==> src/rtl/pirq_pkg.sv <==
package pirq_pkg;

  typedef enum logic [1:0] {
    SEL_CTRL = 2'd0,
    SEL_MASK = 2'd1,
    SEL_ADDR = 2'd2,
    SEL_REQ  = 2'd3
  } host_sel_e;

  typedef struct packed {
    logic and_mode;   // bit3
    logic polarity;   // bit2
    logic rate_data;  // bit1
    logic enable;     // bit0
  } ctrl_t;

  localparam int CTRL_W = $bits(ctrl_t);

endpackage

==> src/rtl/pirq_rst_sync.sv <==
module pirq_rst_sync #(
  parameter int STAGES = 2
) (
  input  logic clk,
  input  logic rst_n,
  output logic rst_sync_n
);

  logic [STAGES-1:0] sync_q;

  always_ff @(posedge clk or negedge rst_n) begin
    if (!rst_n) sync_q <= '0;
    else        sync_q <= {sync_q[STAGES-2:0], 1'b1};
  end

  assign rst_sync_n = sync_q[STAGES-1];

endmodule

==> src/rtl/pirq_cfg_regs.sv <==
module pirq_cfg_regs
  import pirq_pkg::*;
#(
  parameter int DATA_W = 8,
  parameter int ADDR_W = 5
) (
  input  logic              clk,
  input  logic              rst_n,
  input  logic              host_we,
  input  logic [1:0]        host_sel,
  input  logic [DATA_W-1:0] host_wdata,
  output ctrl_t             ctrl_q,
  output logic [DATA_W-1:0] mask_q,
  output logic [ADDR_W-1:0] addr_q,
  output logic              clr_req
);

  host_sel_e         sel;
  logic              ctrl_en, mask_en, addr_en;
  ctrl_t             ctrl_d;
  logic [DATA_W-1:0] mask_d;
  logic [ADDR_W-1:0] addr_d;

  always_comb begin
    sel     = host_sel_e'(host_sel);
    ctrl_en = host_we && (sel == SEL_CTRL);
    mask_en = host_we && (sel == SEL_MASK);
    addr_en = host_we && (sel == SEL_ADDR);
    ctrl_d  = ctrl_t'(host_wdata[CTRL_W-1:0]);
    mask_d  = host_wdata;
    addr_d  = host_wdata[ADDR_W-1:0];
    clr_req = host_we && (sel == SEL_REQ) && !host_wdata[0];
  end

  always_ff @(posedge clk or negedge rst_n) begin
    if (!rst_n) begin
      ctrl_q <= '0;
      mask_q <= '0;
      addr_q <= '0;
    end else begin
      if (ctrl_en) ctrl_q <= ctrl_d;
      if (mask_en) mask_q <= mask_d;
      if (addr_en) addr_q <= addr_d;
    end
  end

  AST_ADDR_LOAD: assert property (@(posedge clk) disable iff (!rst_n)
    (host_we && host_sel == 2'd2) |=> (addr_q == $past(host_wdata[ADDR_W-1:0])));

endmodule

==> src/rtl/pirq_match.sv <==
module pirq_match #(
  parameter int DATA_W = 8
) (
  input  logic              clk,
  input  logic              rst_n,
  input  logic [DATA_W-1:0] mask,
  input  logic              polarity,
  input  logic              and_mode,
  input  logic [DATA_W-1:0] rf_data,
  output logic              hit
);

  logic [DATA_W-1:0] agree;
  logic [DATA_W-1:0] care_ok;
  logic              any_hit, all_hit;

  for (genvar i = 0; i < DATA_W; i++) begin : g_bit
    assign agree[i]   = mask[i] & (rf_data[i] == polarity);
    assign care_ok[i] = ~mask[i] | (rf_data[i] == polarity);
  end

  assign any_hit = |agree;
  assign all_hit = (&care_ok) & (|mask);
  assign hit     = and_mode ? all_hit : any_hit;

  AST_ZERO_MASK: assert property (@(posedge clk) disable iff (!rst_n)
    (mask == '0) |-> !hit);

endmodule

==> src/rtl/pirq_handshake.sv <==
module pirq_handshake (
  input  logic clk,
  input  logic rst_n,
  input  logic enable,
  input  logic cond,
  input  logic clr_req,
  output logic req_q,
  output logic active_q
);

  logic fire;
  logic req_d, req_upd;
  logic act_d, act_upd;

  always_comb begin
    fire    = cond & ~req_q;
    req_upd = cond | clr_req;
    req_d   = cond ? 1'b1 : 1'b0;
    act_upd = ~enable | fire | (clr_req & ~cond);
    if (!enable)   act_d = 1'b0;
    else if (fire) act_d = 1'b1;
    else           act_d = 1'b0;
  end

  always_ff @(posedge clk or negedge rst_n) begin
    if (!rst_n) begin
      req_q    <= 1'b0;
      active_q <= 1'b0;
    end else begin
      if (req_upd) req_q    <= req_d;
      if (act_upd) active_q <= act_d;
    end
  end

  AST_REQ_STICKY: assert property (@(posedge clk) disable iff (!rst_n)
    (req_q && !clr_req) |=> req_q);
  AST_NO_REARM: assert property (@(posedge clk) disable iff (!rst_n)
    (req_q && !active_q) |=> !active_q);
  AST_SET_WINS: assert property (@(posedge clk) disable iff (!rst_n)
    (cond && clr_req) |=> req_q);
  AST_EN_OFF: assert property (@(posedge clk) disable iff (!rst_n)
    !enable |=> !active_q);

endmodule

==> src/rtl/prog_irq_gen.sv <==
module prog_irq_gen
  import pirq_pkg::*;
#(
  parameter int DATA_W = 8,
  parameter int ADDR_W = 5
) (
  input  logic              clk,
  input  logic              rst_n,
  input  logic              host_we,
  input  logic [1:0]        host_sel,
  input  logic [DATA_W-1:0] host_wdata,
  input  logic              sample_tick,
  input  logic              data_tick,
  output logic [ADDR_W-1:0] rf_addr,
  input  logic [DATA_W-1:0] rf_data,
  output logic              irq_n,
  output logic              irq_active,
  output logic              req_flag
);

  logic              rst_sync_n;
  ctrl_t             ctrl;
  logic [DATA_W-1:0] mask;
  logic              clr_req;
  logic              hit, tick_sel, cond;

  pirq_rst_sync #(.STAGES(2)) u_rst (
    .clk        (clk),
    .rst_n      (rst_n),
    .rst_sync_n (rst_sync_n)
  );

  pirq_cfg_regs #(.DATA_W(DATA_W), .ADDR_W(ADDR_W)) u_cfg (
    .clk        (clk),
    .rst_n      (rst_sync_n),
    .host_we    (host_we),
    .host_sel   (host_sel),
    .host_wdata (host_wdata),
    .ctrl_q     (ctrl),
    .mask_q     (mask),
    .addr_q     (rf_addr),
    .clr_req    (clr_req)
  );

  pirq_match #(.DATA_W(DATA_W)) u_match (
    .clk      (clk),
    .rst_n    (rst_sync_n),
    .mask     (mask),
    .polarity (ctrl.polarity),
    .and_mode (ctrl.and_mode),
    .rf_data  (rf_data),
    .hit      (hit)
  );

  assign tick_sel = ctrl.rate_data ? data_tick : sample_tick;
  assign cond     = ctrl.enable & tick_sel & hit;

  pirq_handshake u_hs (
    .clk      (clk),
    .rst_n    (rst_sync_n),
    .enable   (ctrl.enable),
    .cond     (cond),
    .clr_req  (clr_req),
    .req_q    (req_flag),
    .active_q (irq_active)
  );

  assign irq_n = ~irq_active;

  AST_OFF_TICK_QUIET: assert property (@(posedge clk) disable iff (!rst_sync_n)
    !tick_sel |=> !$rose(req_flag));
  AST_IRQ_NEEDS_REQ: assert property (@(posedge clk) disable iff (!rst_sync_n)
    $fell(irq_n) |-> req_flag);

endmodule

==> config.mk <==
export PLATFORM = sky130hd
export DESIGN_NAME = prog_irq_gen
export DESIGN_NICKNAME = d
export VERILOG_FILES = /design/src/rtl/pirq_pkg.sv /design/src/rtl/pirq_rst_sync.sv /design/src/rtl/pirq_cfg_regs.sv /design/src/rtl/pirq_match.sv /design/src/rtl/pirq_handshake.sv /design/src/rtl/prog_irq_gen.sv
export SDC_FILE = /design/constraint.sdc
export NUM_CORES = 1
export LEC_CHECK = 0
export CAP_MARGIN = 20
export CORE_UTILIZATION = 30
export CTS_BUF_LIST = sky130_fd_sc_hd__clkbuf_8 sky130_fd_sc_hd__clkbuf_16
export CTS_CLUSTER_DIAMETER = 60
export CTS_CLUSTER_SIZE = 30
export DETAILED_ROUTE_END_ITERATION = 8
export DONT_BUFFER_PORTS = 1
export PLACE_DENSITY_LB_ADDON = 0.1
export SETUP_SLACK_MARGIN = 0.2
export SYNTH_ARGS = -nofsm -noshare
export SYNTH_HDL_FRONTEND = slang
export SYNTH_SLANG_ARGS = --single-unit
==> constraint.sdc <==
create_clock -name clk -period 0.9 [get_ports clk]
set_input_delay 0.18 -clock clk [delete_from_list [all_inputs] [get_ports clk]]
set_output_delay 0.18 -clock clk [all_outputs]
set_load 0.005 [all_outputs]
==> qor.csv <==
stage;metric;value;unit
floorplanning;row cnt;20;
routing;met3 WL;178;microns
pwr;Net Sw Power;0.000756;W
sta;Final Worst Setup Slack;-0.622;ns
clock_network;H-Tree Depth;1;
routing;Post-Route WL;2190;microns
worst_setup_path;crit path launch type;flop;
routing;Routed Antenna Nets;0;
logic_synthesis;count of different cell masters after synthesis;28;
sta;setup TNS;-1.18;ns
worst_setup_path;Worst R2R Start;u_cfg.mask_q[5];
min_path;Worst Hold Class;in2reg;
routing;drt wl/cell;14.7;microns
floorplanning;die width;60.5;microns
worst_setup_path;R2R Setup Slk;-0.62;ns
logic_synthesis;area fraction of the dominant cell type after synthesis;51.2;%
pwr;Clk network pwr share;22.7;%
routing;DRT iter0 DRCs;27;
sta;Max Clock Skew;0.00468;ns
worst_setup_path;Buf/Inv on CP;1;
worst_setup_path;Worst path slowest cell;dfrtp_1;
logic_synthesis;cell taking the most area after synthesis;dfrtp_1;
floorplanning;core area;3150;sq um
sta;FMAX;657;MHz
floorplanning;I/O pin count;31;
logic_synthesis;Yosys reg bits;21;
clock_network;CTS clk-pin slew, worst paths;0.08;ns
pwr;Cell Int Power;0.00196;W
logic_synthesis;Post-Syn Area per Cell;11.9;sq um
routing;WL met2;1050;microns
floorplanning;Initial Util;32.6;%
pwr;Worst VDD drop;0.982;mV
cells_and_area;area delta synth->final;31.7;%
min_path;hold path depth;1;
worst_setup_path;R2R Path End;u_hs.active_q;
sta;Fin. Hold Viols;0;
floorplanning;total die area;3660;sq um
routing;DRC Markers;0;
worst_setup_path;critical-path cell list;buf_6 -> nand2b_1 -> o221ai_1 -> o31a_1 -> o21ai_2 -> a32oi_1 -> a21oi_1;
outcome;status;finished with violations;
logic_synthesis;Synth Warn #;0;
worst_setup_path;crit-path max FO;3;
cells_and_area;# nets final;129;
worst_setup_path;Setup Crit Path Kind;reg2reg;
cells_and_area;post-layout util;42.9;%
grt;initial antenna violation count;0;
placed_design;port bufs;0;
grt;first-pass GRT wire length;3620;microns
floorplanning;die height;60.5;microns
sta;RSZ-0062 raised after global routing;yes;
cells_and_area;Finished Layout Cells;149;
clock_network;Clock Path Buffers;2;
logic_synthesis;top-count cell post-synth;dfrtp_1;
logic_synthesis;Cells after Synth;86;
grt;GRT Util Overall;14.1;%
cells_and_area;layout cells sized above 1;41.9;%
worst_setup_path;Crit path largest cell delay;0.39;ns
clock_network;CTS buffer count;3;
logic_synthesis;post-synthesis cell area;1030;sq um
pwr;Seq pwr share;48.1;%
placed_design;pre-CTS setup slack;-0.608;ns
sta;Finish-stage setup viols;3;
sta;min Tclk post-route;1.52;ns
worst_setup_path;cell family with most CP delay;compound AO/OA/AOI/OAI gates;
routing;DR vias/cell;4.85;
pwr;Pleak;0.634;nW
logic_synthesis;synth top area cells;dfrtp_1 (51%), mux2_2 (19%), inv_1 (2.9%), xor2_1 (2.6%), a21oi_1 (1.9%);
placed_design;GPL Wtd Cong;0.750;
grt;number of global-route vias before repair;806;
logic_synthesis;Post-synth EDFFs;0;
min_path;WHS Endpoint;u_cfg.addr_q[3];
pwr;Combinational Power Share;29.2;%
logic_synthesis;Seq/Total Area, Yosys;51.2;%
grt;GR Overflow Total;0;
sta;Tcrit/Tclk final;169;%
min_path;min-delay src;host_wdata[3];
grt;largest net degree at the start of global routing;20;
logic_synthesis;top_reg_cell synth;dfrtp_1;
logic_synthesis;Synth async-reset ratio;100;%
routing;drt pass-1 iters;4;
clock_network;CTS tree;built;
outcome;failing checks;negative setup slack;
worst_setup_path;Data arrival, critical path;1.70;ns
clock_network;CTS Sinks;21;
pwr;Sw Share;27.9;%
routing;DR top layer;met4;
routing;routed vias;722;
cells_and_area;fill count;326;
logic_synthesis;syn_nets;109;
worst_setup_path;critical path required time;1.08;ns
worst_setup_path;Worst setup EP type;flop;
pwr;Power Density;2010;nW/um^2
placed_design;DP HPWL;1630;microns
logic_synthesis;top cells by instance count after synthesis;dfrtp_1 (21), mux2_2 (17), inv_1 (8);
cells_and_area;n_diodes;0;
clock_network;Clock Tree Root;clkbuf_8;
routing;met1 WL;926;microns
worst_setup_path;R2R depth;7;
clock_network;insertion delay to the later sink of the worst-skew pair;0.26;ns
placed_design;Placed Cells;139;
run;Max Cap Viol;0;
sta;fin. max-slew vios;0;
==> power groups by stage <==
stage / Clock, W / Sequential [W] / Combinational (W)
final: 0.000616 / 0.00131 / 0.000791
after global placement: 0 / 0.00130 / 0.000607
after floorplan: 0 / 0.00126 / 0.000449
after CTS: 0.000635 / 0.00130 / 0.000754
after global routing: 0.000682 / 0.00134 / 0.000877
after detailed placement: 0 / 0.00131 / 0.000611
==> metal layers <==
metal | up-vias | track usage, %
met5 | - | 0
met4 | 0 | 6.82
met3 | 4 | 4.48
met2 | 22 | 23.1
met1 | 346 | 16.9
li1 | 350 | -
==> area by class of cell <==
cell class,count,area [sq um],area share [%]
tap,44,55.1,4.07
inverter,8,30.0,2.22
clock inverter,1,5.00,0.370
clock buffer,3,41.3,3.05
multi-input combinational,56,531,39.2
timing repair buffer,16,161,11.9
sequential,21,529,39.1
==> per-stage QoR <==
step | area, sq um | hold slack (ns) | power [W]
6_report | 1350 | 0.0607 | 0.00271
5_1_grt | 1350 | 0.0493 | 0.00290
4_1_cts | 1320 | 0.0553 | 0.00269
3_5_place_dp | 1180 | -0.116 | 0.00192
3_3_place_gp | 1180 | -0.116 | 0.00191
2_1_floorplan | 1050 | -0.116 | 0.00171
==> sequential cells by signal, indices dropped and copies added, names as in the netlist <==
register / count
u_cfg.ctrl_q: 4
u_hs.active_q: 1
u_rst.sync_q: 2
u_cfg.mask_q: 8
u_hs.req_q: 1
u_cfg.addr_q: 5
==> placed cells by master (no fill, tap or decap), types with 3 or more instances in the layout <==
cell      instances
a21oi_1           4
dfrtp_2           3
mux2_4           17
buf_6             7
xor2_1            3
buf_4             7
inv_1             7
clkbuf_8          3
nand2_1           3
dfrtp_1          18
==> logic make-up (layout without fill, tap and decap cells) <==
logic type                Yosys count  after routing  share of synthesized area (%)
other                               1              1                          0.365
and+or+nand+nor                    15             15                           9.50
xor gates and xnor gates            5              5                           4.26
AOI/OAI and AO/OA                  18             18                           12.1
DFF                                21             21                           51.2
muxes                              17             17                           18.6
buffers and inverters               9             28                           4.02
==> timing repair <==
| item | CTS | global route |
|---|---|---|
| setup endpoints to repair | 27 | 27 |
| hold endpoints to repair | 2 | 0 |
| hold buffers | 1 | 0 |
| resized for setup | 17 | 8 |
| setup buffers | 4 | 1 |
==> how the worst max path moves through the flow <==
| stage | start | endpoint | slack, ns | cells after the start |
|---|---|---|---|---|
| floorplan | u_cfg.mask_q[5] | u_hs.active_q | -0.46 | 6 |
| global placement | u_cfg.mask_q[5] | u_hs.active_q | -0.58 | 6 |
| detailed placement | u_cfg.mask_q[5] | u_hs.active_q | -0.61 | 6 |
| CTS | u_cfg.mask_q[5] | u_hs.active_q | -0.62 | 6 |
| global route | u_cfg.mask_q[7] | u_hs.active_q | -0.80 | 6 |
| finish | u_cfg.mask_q[5] | u_hs.active_q | -0.62 | 7 |
No activity file was read; power rests on OpenSTA's default activity.
